### src/rtl/pdf_pkg.sv
package pdf_pkg;
    typedef enum logic {
        FLT_STEADY  = 1'b0,
        FLT_PENDING = 1'b1
    } flt_state_e;

    localparam int unsigned PDF_ADDR_W  = 8;
    localparam int unsigned PDF_DATA_W  = 32;
    localparam logic [PDF_ADDR_W-1:0] PDF_OFS_ENABLE = 8'h40;
    localparam logic [PDF_ADDR_W-1:0] PDF_OFS_DIVIDE = 8'h44;
endpackage

### src/rtl/pdf_regs.sv
module pdf_regs
    import pdf_pkg::*;
#(
    parameter int unsigned NPINS  = 32,
    parameter int unsigned DIV_W  = 24,
    parameter int unsigned ADDR_W = PDF_ADDR_W,
    parameter int unsigned DATA_W = PDF_DATA_W
) (
    input  logic              clk,
    input  logic              rst,
    input  logic              wr,
    input  logic [ADDR_W-1:0] addr,
    input  logic [DATA_W-1:0] wdata,
    output logic [DATA_W-1:0] rdata,
    output logic [NPINS-1:0]  en_q,
    output logic [DIV_W-1:0]  div_q,
    output logic              div_wr
);
    logic hit_en;
    logic hit_div;

    assign hit_en  = (addr == ADDR_W'(PDF_OFS_ENABLE));
    assign hit_div = (addr == ADDR_W'(PDF_OFS_DIVIDE));
    assign div_wr  = wr && hit_div;

    always_ff @(posedge clk) begin
        if (rst) begin
            en_q  <= '0;
            div_q <= '0;
        end else begin
            if (wr && hit_en) begin
                en_q <= wdata[NPINS-1:0];
            end
            if (div_wr) begin
                div_q <= wdata[DIV_W-1:0];
            end
        end
    end

    always_comb begin
        rdata = '0;
        if (hit_en) begin
            rdata[NPINS-1:0] = en_q;
        end else if (hit_div) begin
            rdata[DIV_W-1:0] = div_q;
        end
    end
endmodule

### src/rtl/pdf_prescaler.sv
module pdf_prescaler #(
    parameter int unsigned DIV_W = 24
) (
    input  logic             clk,
    input  logic             rst,
    input  logic [DIV_W-1:0] div,
    input  logic             restart,
    output logic             tick,
    output logic [DIV_W-1:0] cnt
);
    logic [DIV_W-1:0] limit;
    logic [DIV_W-1:0] cnt_q;

    // A divisor of 0 behaves like 1: the limit is 0 and the tick is constant.
    assign limit = (div == '0) ? '0 : div - DIV_W'(1);
    assign tick  = (cnt_q == limit);
    assign cnt   = cnt_q;

    always_ff @(posedge clk) begin
        if (rst) begin
            cnt_q <= '0;
        end else if (restart || tick) begin
            cnt_q <= '0;
        end else begin
            cnt_q <= cnt_q + DIV_W'(1);
        end
    end
endmodule

### src/rtl/pdf_pin_filter.sv
module pdf_pin_filter
    import pdf_pkg::*;
(
    input  logic clk,
    input  logic rst,
    input  logic tick,
    input  logic sel,
    input  logic raw,
    output logic filt
);
    flt_state_e st_q, st_d;
    logic       lvl_q, lvl_d;

    always_ff @(posedge clk) begin
        if (rst) begin
            st_q  <= FLT_STEADY;
            lvl_q <= 1'b0;
        end else begin
            st_q  <= st_d;
            lvl_q <= lvl_d;
        end
    end

    always_comb begin
        st_d  = st_q;
        lvl_d = lvl_q;
        if (!sel) begin
            // bypass transition: track the pin so enabling causes no step
            st_d  = FLT_STEADY;
            lvl_d = raw;
        end else if (tick) begin
            unique case (st_q)
                FLT_STEADY: begin
                    if (raw != lvl_q) begin
                        st_d = FLT_PENDING;
                    end
                end
                FLT_PENDING: begin
                    st_d = FLT_STEADY;
                    if (raw != lvl_q) begin
                        lvl_d = raw;   // commit
                    end                // else cancel
                end
                default: st_d = FLT_STEADY;
            endcase
        end
    end

    assign filt = lvl_q;
endmodule

### src/rtl/pin_debounce_filter.sv
module pin_debounce_filter
    import pdf_pkg::*;
#(
    parameter int unsigned NPINS  = 32,
    parameter int unsigned DIV_W  = 24,
    parameter int unsigned ADDR_W = PDF_ADDR_W,
    parameter int unsigned DATA_W = PDF_DATA_W
) (
    input  logic              clk,
    input  logic              rst,
    input  logic              reg_wr,
    input  logic [ADDR_W-1:0] reg_addr,
    input  logic [DATA_W-1:0] reg_wdata,
    output logic [DATA_W-1:0] reg_rdata,
    input  logic [NPINS-1:0]  irq_en,
    input  logic [NPINS-1:0]  pin_in,
    output logic [NPINS-1:0]  pin_out
);
    logic [NPINS-1:0] en_q;
    logic [DIV_W-1:0] div_q;
    logic             div_wr;
    logic             tick;
    logic [DIV_W-1:0] presc_cnt;
    logic [NPINS-1:0] pin_sel;
    logic [NPINS-1:0] filt;

    pdf_regs #(
        .NPINS (NPINS),
        .DIV_W (DIV_W),
        .ADDR_W(ADDR_W),
        .DATA_W(DATA_W)
    ) u_regs (
        .clk   (clk),
        .rst   (rst),
        .wr    (reg_wr),
        .addr  (reg_addr),
        .wdata (reg_wdata),
        .rdata (reg_rdata),
        .en_q  (en_q),
        .div_q (div_q),
        .div_wr(div_wr)
    );

    pdf_prescaler #(
        .DIV_W(DIV_W)
    ) u_presc (
        .clk    (clk),
        .rst    (rst),
        .div    (div_q),
        .restart(div_wr),
        .tick   (tick),
        .cnt    (presc_cnt)
    );

    assign pin_sel = en_q & irq_en;

    for (genvar g = 0; g < NPINS; g++) begin : g_pin
        pdf_pin_filter u_flt (
            .clk (clk),
            .rst (rst),
            .tick(tick),
            .sel (pin_sel[g]),
            .raw (pin_in[g]),
            .filt(filt[g])
        );
        assign pin_out[g] = pin_sel[g] ? filt[g] : pin_in[g];
    end
endmodule

### config.mk
export PLATFORM = sky130hd
export DESIGN_NAME = pin_debounce_filter
export DESIGN_NICKNAME = d
export VERILOG_FILES = /design/src/rtl/pdf_pkg.sv /design/src/rtl/pdf_regs.sv /design/src/rtl/pdf_prescaler.sv /design/src/rtl/pdf_pin_filter.sv /design/src/rtl/pin_debounce_filter.sv
export SDC_FILE = /design/constraint.sdc
export NUM_CORES = 1
export LEC_CHECK = 0
export BUFFER_PORTS_ARGS = -buffer_cell sky130_fd_sc_hd__buf_2
export CAP_MARGIN = 20
export CORE_MARGIN = 8
export CORE_UTILIZATION = 35
export DETAILED_ROUTE_END_ITERATION = 10
export PLACE_DENSITY = 0.63
export SLEW_MARGIN = 30
export SYNTH_ARGS = -nofsm -noshare
export SYNTH_HDL_FRONTEND = slang
export SYNTH_SLANG_ARGS = --single-unit
### constraint.sdc
create_clock -name clk -period 9.43 [get_ports clk]
set_input_delay 1.886 -clock clk [delete_from_list [all_inputs] [get_ports clk]]
set_output_delay 1.886 -clock clk [all_outputs]
set_load 0.02 [all_outputs]
==> impl_metrics.ini, run 1 <==
[run_status]
status = finished, final reports clean

[floorplan]
die_h_um = 177
core_um2 = 25800
die_w_um = 177
io-pin-count = 171
rows = 59
start_util = 0.353
die-area_um2 = 31400

[sta]
hold_violations = 0
fin_crit_sh = 0.608
fin_setup_tns_ps = 0
setup_viol = 0
hold_ws_ps = 470
maxSlewHeadroom = 0.371
tightestPinTransition_ps = 944
skew_ps = 13.9
rsz0062_at_grt = false
fin_crit_ps = 5740
fmax_mhz = 174
slew_viol_final = 0

[cells_and_area]
fill_cells = 2589
drive_gt1_frac = 0.209
seq_area_um2 = 2880
syn_to_final_growth_pct = 17.5
multiInputGateArea_um2 = 5780
num-nets-final = 1360
n_antenna_cell = 0

[logic_synthesis]
netlist_top_cells_count = nand2_1, dfxtp_1, clkbuf_1
synthesis.instances = 1142
synth_top_area_share = 0.317
synth_edf_count = 0
yosysUniqueCellTypes = 66
synth_nets = 1251
yosys_warnings = 0
avgSynthCellArea_um2 = 7.97
syn_area_um2 = 9100
ys_seq_elements = 144
yosysMostFrequentCell = nand2_1
ys.flop_type = dfxtp_1
yosys-top-cells-area = dfxtp_1, nand2_1, xnor2_1
ys_seq_area_frac = 0.317
async_reset_ff_frac = 0
yosys.area.top_type = dfxtp_1

[clock_network]
htreeDepth = 4
cts_buffers = 17
clkLatencyLatePin_ps = 430
cts_resized = 0
cts_setup_buffers = 0
clock-sinks = 144
tritoncts = done
cts.clk_slew.worst_paths_ps = 60
clockRootBuffer = clkbuf_16
cts_buffer_depth = 2
hold_buffers = 0

[critical_path]
required_ps = 7540
cp_data_arrival_time_ps = 3850
crit_fanout = 26
worstSetupPathType = input pin to primary output
start_kind = input pin
cp-end-kind = primary output

[place]
numPortBuffers = 170
place.gp.congestion = 0.942
place_hpwl_mm = 21.6

[power_and_ir_drop]
cellPowerDensity_nw_per_um2 = 159
power_w = 0.00170
leakage_nw = 3.85
peakVddDrop_v = 0.000103

[global_route]
grt_pass1_vias = 8566
gr-usage-all-layers = 0.189
grt_pass1_wl_mm = 47.8
grt-ovfl-total = 0
grt_max_degree = 96
antenna_found_initial = 2

[drt]
vias = 9235
drc = 0
first_iter_violations = 792
routed_wl_mm = 30.5
viasPerCell = 5.78
final_antenna_net_count = 0
wire_per_inst_um = 19.1
first_pass_iters = 7

[min_path]
hold_path.class = register to register

[run]
max-cap-violations = 0
-- stage by stage --
| stage | cell area, um2 | util | setup WS, ps | instances |
|---|---|---|---|---|
| after floorplan | 9100 | - | 4440 | 1142 |
| after global placement | 10000 | 0.390 | 3080 | 1567 |
| after detailed placement | 10100 | 0.390 | 3600 | 1567 |
| after CTS | 10700 | 0.415 | 3590 | 1599 |
| after global routing | 10700 | 0.415 | 3560 | 1599 |
| final | 10700 | 0.415 | 3690 | 1599 |
-- flip-flops by register name, summed over array words and instances, names as in the netlist --
signal	cells
g_pin.u_flt.filt	32
g_pin.u_flt.st_q	32
u_presc.cnt	24
u_regs.div_q	24
u_regs.en_q	32
-- where the power goes --
group / switching (W) / total, W / internal (W)
combinational: 0.000213 / 0.000313 / 0.000100
sequential: 0.0000139 / 0.000632 / 0.000618
clock: 0.000281 / 0.000752 / 0.000471
-- cells in the final DEF (no fill, tap or decap), drive strengths merged, types with 14 or more instances in the layout --
cell,instances
a211oi,38
a21oi,64
a31oi,33
buf,181
clkbuf,19
dfxtp,144
mux2,34
mux2i,29
nand2,203
nand3,16
nor2,36
nor3,34
nor3b,36
nor4,14
nor4b,34
o21ai,75
o311ai,34
or4,51
xnor2,48
xor2,22
-- kinds of logic after synthesis --
family          after synthesis  synth area share
simple gates                483             0.291
compound gates              277             0.194
buf+inv                     101            0.0496
mux                          63            0.0740
xor+xnor                     72            0.0724
fa+ha+maj                     2           0.00275
flops                       144             0.317
-- path summary, 6_finish.rpt --
path | start | end | slack (ps) | cells past startpoint
hold reg to reg | u_regs.en_q[28] | u_regs.en_q[28] | 470 | 2
hold / removal | u_regs.en_q[28] | u_regs.en_q[28] | 470 | 2
setup reg to reg | u_regs.div_q[0] | u_presc.cnt[4] | 4520 | 12
setup / recovery | reg_addr[5] | reg_rdata[24] | 3690 | 6
-- worst max-delay path, cell delays in order --
cell     delay [ps]
buf_2            90
nor4b_1         370
nand2_2         430
nor2_2          680
and2_1          220
buf_2           160
-- layer usage --
metal	part of all wire	global-route usage	wire (um)
met2	0.46	0.299	14100
met3	0.065	0.0367	1990
met5	0.00069	0	21
met1	0.46	0.258	13900
met4	0.017	0.0531	505
-- cell type report --
| class | instances | area share |
|---|---|---|
| clock inverter | 13 | 0.0196 |
| multi-input combinational | 897 | 0.540 |
| inverter | 10 | 0.00351 |
| timing repair buffer | 181 | 0.0878 |
| clock buffer | 19 | 0.0405 |
| tap | 335 | 0.0392 |
| sequential | 144 | 0.269 |
Note: power is estimated with default switching activity, not from simulation.
==> run 2, diff against run 1 <==
clock period = 5.9 ns   (was 9.43 ns; I/O delays follow)
==> run 2 against run 1 <==
  * Utilization hardly changed
  * Non-clock buffer count is 2 higher
  * Global-route usage is 0.19 points higher
  * Power is 58% higher
  * First-iteration DRC count is 20% higher
  * Sequential power is 60% higher
  * Cell count is 0.13% higher
  * Highest routed layer unchanged
==> impl_metrics.ini, run 2 (same netlist as run 1, synthesis figures left out) <==
[drt]
maxUsedRoutingLayer = met5
dr_wl_met3_mm = 2.21
first_iter_violations = 953
wl_met2_mm = 14.0
wl_met1_mm = 13.7
first_pass_iters = 5
viasPerCell = 5.75
drc = 0
wire_per_inst_um = 19.3
final_antenna_net_count = 0
vias = 9204
routed_wl_mm = 30.9

[cells_and_area]
syn_to_final_growth_pct = 17.5
layout_common_cells = nand2_1, buf_2, dfxtp_1, o21ai_0, a21oi_1
seq_area_um2 = 2880
fill_cells = 2594
mostFrequentLayoutCell = nand2_1
n_antenna_cell = 0
drive_gt1_frac = 0.210
multiInputGateArea_um2 = 5770
num-nets-final = 1362

[global_route]
grt_pass1_vias = 8713
grt_max_degree = 105
gr-usage-all-layers = 0.191
grt-ovfl-total = 0
grt_pass1_wl_mm = 48.2
antenna_found_initial = 1

[power_and_ir_drop]
cellPowerDensity_nw_per_um2 = 250
p_comb_frac = 0.183
seqPwrFrac = 0.378
leakage_nw = 3.86
swShare = 0.304
power.internal_w = 0.00186
peakVddDrop_v = 0.000192
power_frac_clock = 0.439
power_w = 0.00268
power.switching_w = 0.000814

[sta]
tightestPinTransition_ps = 914
fin_setup_tns_ps = 0
fin_crit_ps = 4610
setup_viol = 0
rsz0062_at_grt = false
maxSlewHeadroom = 0.390
hold_violations = 0
skew_ps = 11.7
slew_viol_final = 0
fmax_mhz = 217
fin_crit_sh = 0.782

[critical_path]
start_kind = register
worstSetupPathType = register to register
required_ps = 6170
regToRegSetupSlack_ps = 1290
worstPathCellList = inv_1 -> ha_1 -> or4b_2 -> nor4_4 -> nand2_1 -> or4_1 -> o21a_1 -> or3_1 -> or4_1 -> nor4_4 -> buf_4 -> nor3_1
cpMaxStageDelayCell = or4b_2
crit_fanout = 17
cp-end-kind = register
slowest_delay_ps = 670
cp_data_arrival_time_ps = 4880

[clock_network]
cts_setup_buffers = 0
cts_buffers = 17
cts.clk_slew.worst_paths_ps = 60
clockRootBuffer = clkbuf_16
clock-sinks = 144
htreeDepth = 4
cts_resized = 0
tritoncts = done
clkLatencyLatePin_ps = 420
cts_buffer_depth = 2
hold_buffers = 0

[place]
place.gp.congestion = 0.942
place_hpwl_mm = 21.8
numPortBuffers = 170

[floorplan]
io-pin-count = 171
die_w_um = 177
start_util = 0.353
rows = 59
die-area_um2 = 31400
die_h_um = 177
core_um2 = 25800

[min_path]
hold_path.class = register to register

[run_status]
status = finished, final reports clean

[run]
max-cap-violations = 0
run 2: power by group through the flow:
stage / combinational [W] / sequential, W / clock [W]
after floorplan: 0.000355 / 0.00102 / 0
after global placement: 0.000487 / 0.00103 / 0
after detailed placement: 0.000488 / 0.00103 / 0
after CTS: 0.000493 / 0.00101 / 0.00120
after global routing: 0.000530 / 0.00101 / 0.00124
final: 0.000491 / 0.00101 / 0.00118
run 2: metrics by stage:
step,utilization,hold slack (ps),area [um2],std cells,worst slack [ps]
after floorplan,-,445,9100,1142,1970
after global placement,0.391,457,10100,1569,1430
after detailed placement,0.391,458,10100,1569,1350
after CTS,0.415,467,10700,1601,1330
after global routing,0.415,481,10700,1601,1070
final,0.415,468,10700,1601,1290
run 2: critical path, delay by kind of cell (launching register included):
family	cells	cell delay, ps
simple gates	8	3270
buf+inv	2	420
flops	1	360
compound gates	1	200
fa+ha+maj	1	190
run 2: worst paths after layout:
kind / start / endpoint / cells past startpoint
worst min register to register: u_regs.en_q[26] / u_regs.en_q[26] / 2
worst min-delay path: u_regs.en_q[26] / u_regs.en_q[26] / 2
worst max register to register: u_regs.div_q[0] / u_presc.cnt[7] / 12
worst max-delay path: u_regs.div_q[0] / u_presc.cnt[7] / 12
run 2: area by class of cell:
class	count	area share
Multi-Input combinational cell	897	0.539
Sequential cell	144	0.269
Timing Repair Buffer	183	0.0892
Clock buffer	17	0.0398
Tap cell	335	0.0392
Clock inverter	15	0.0195
Inverter	10	0.00351
run 2: per-layer routing:
metal,global-route usage,up-vias
met5,0,-
met4,0.0719,2
met3,0.0506,56
met2,0.299,337
met1,0.248,4356
li1,-,4453
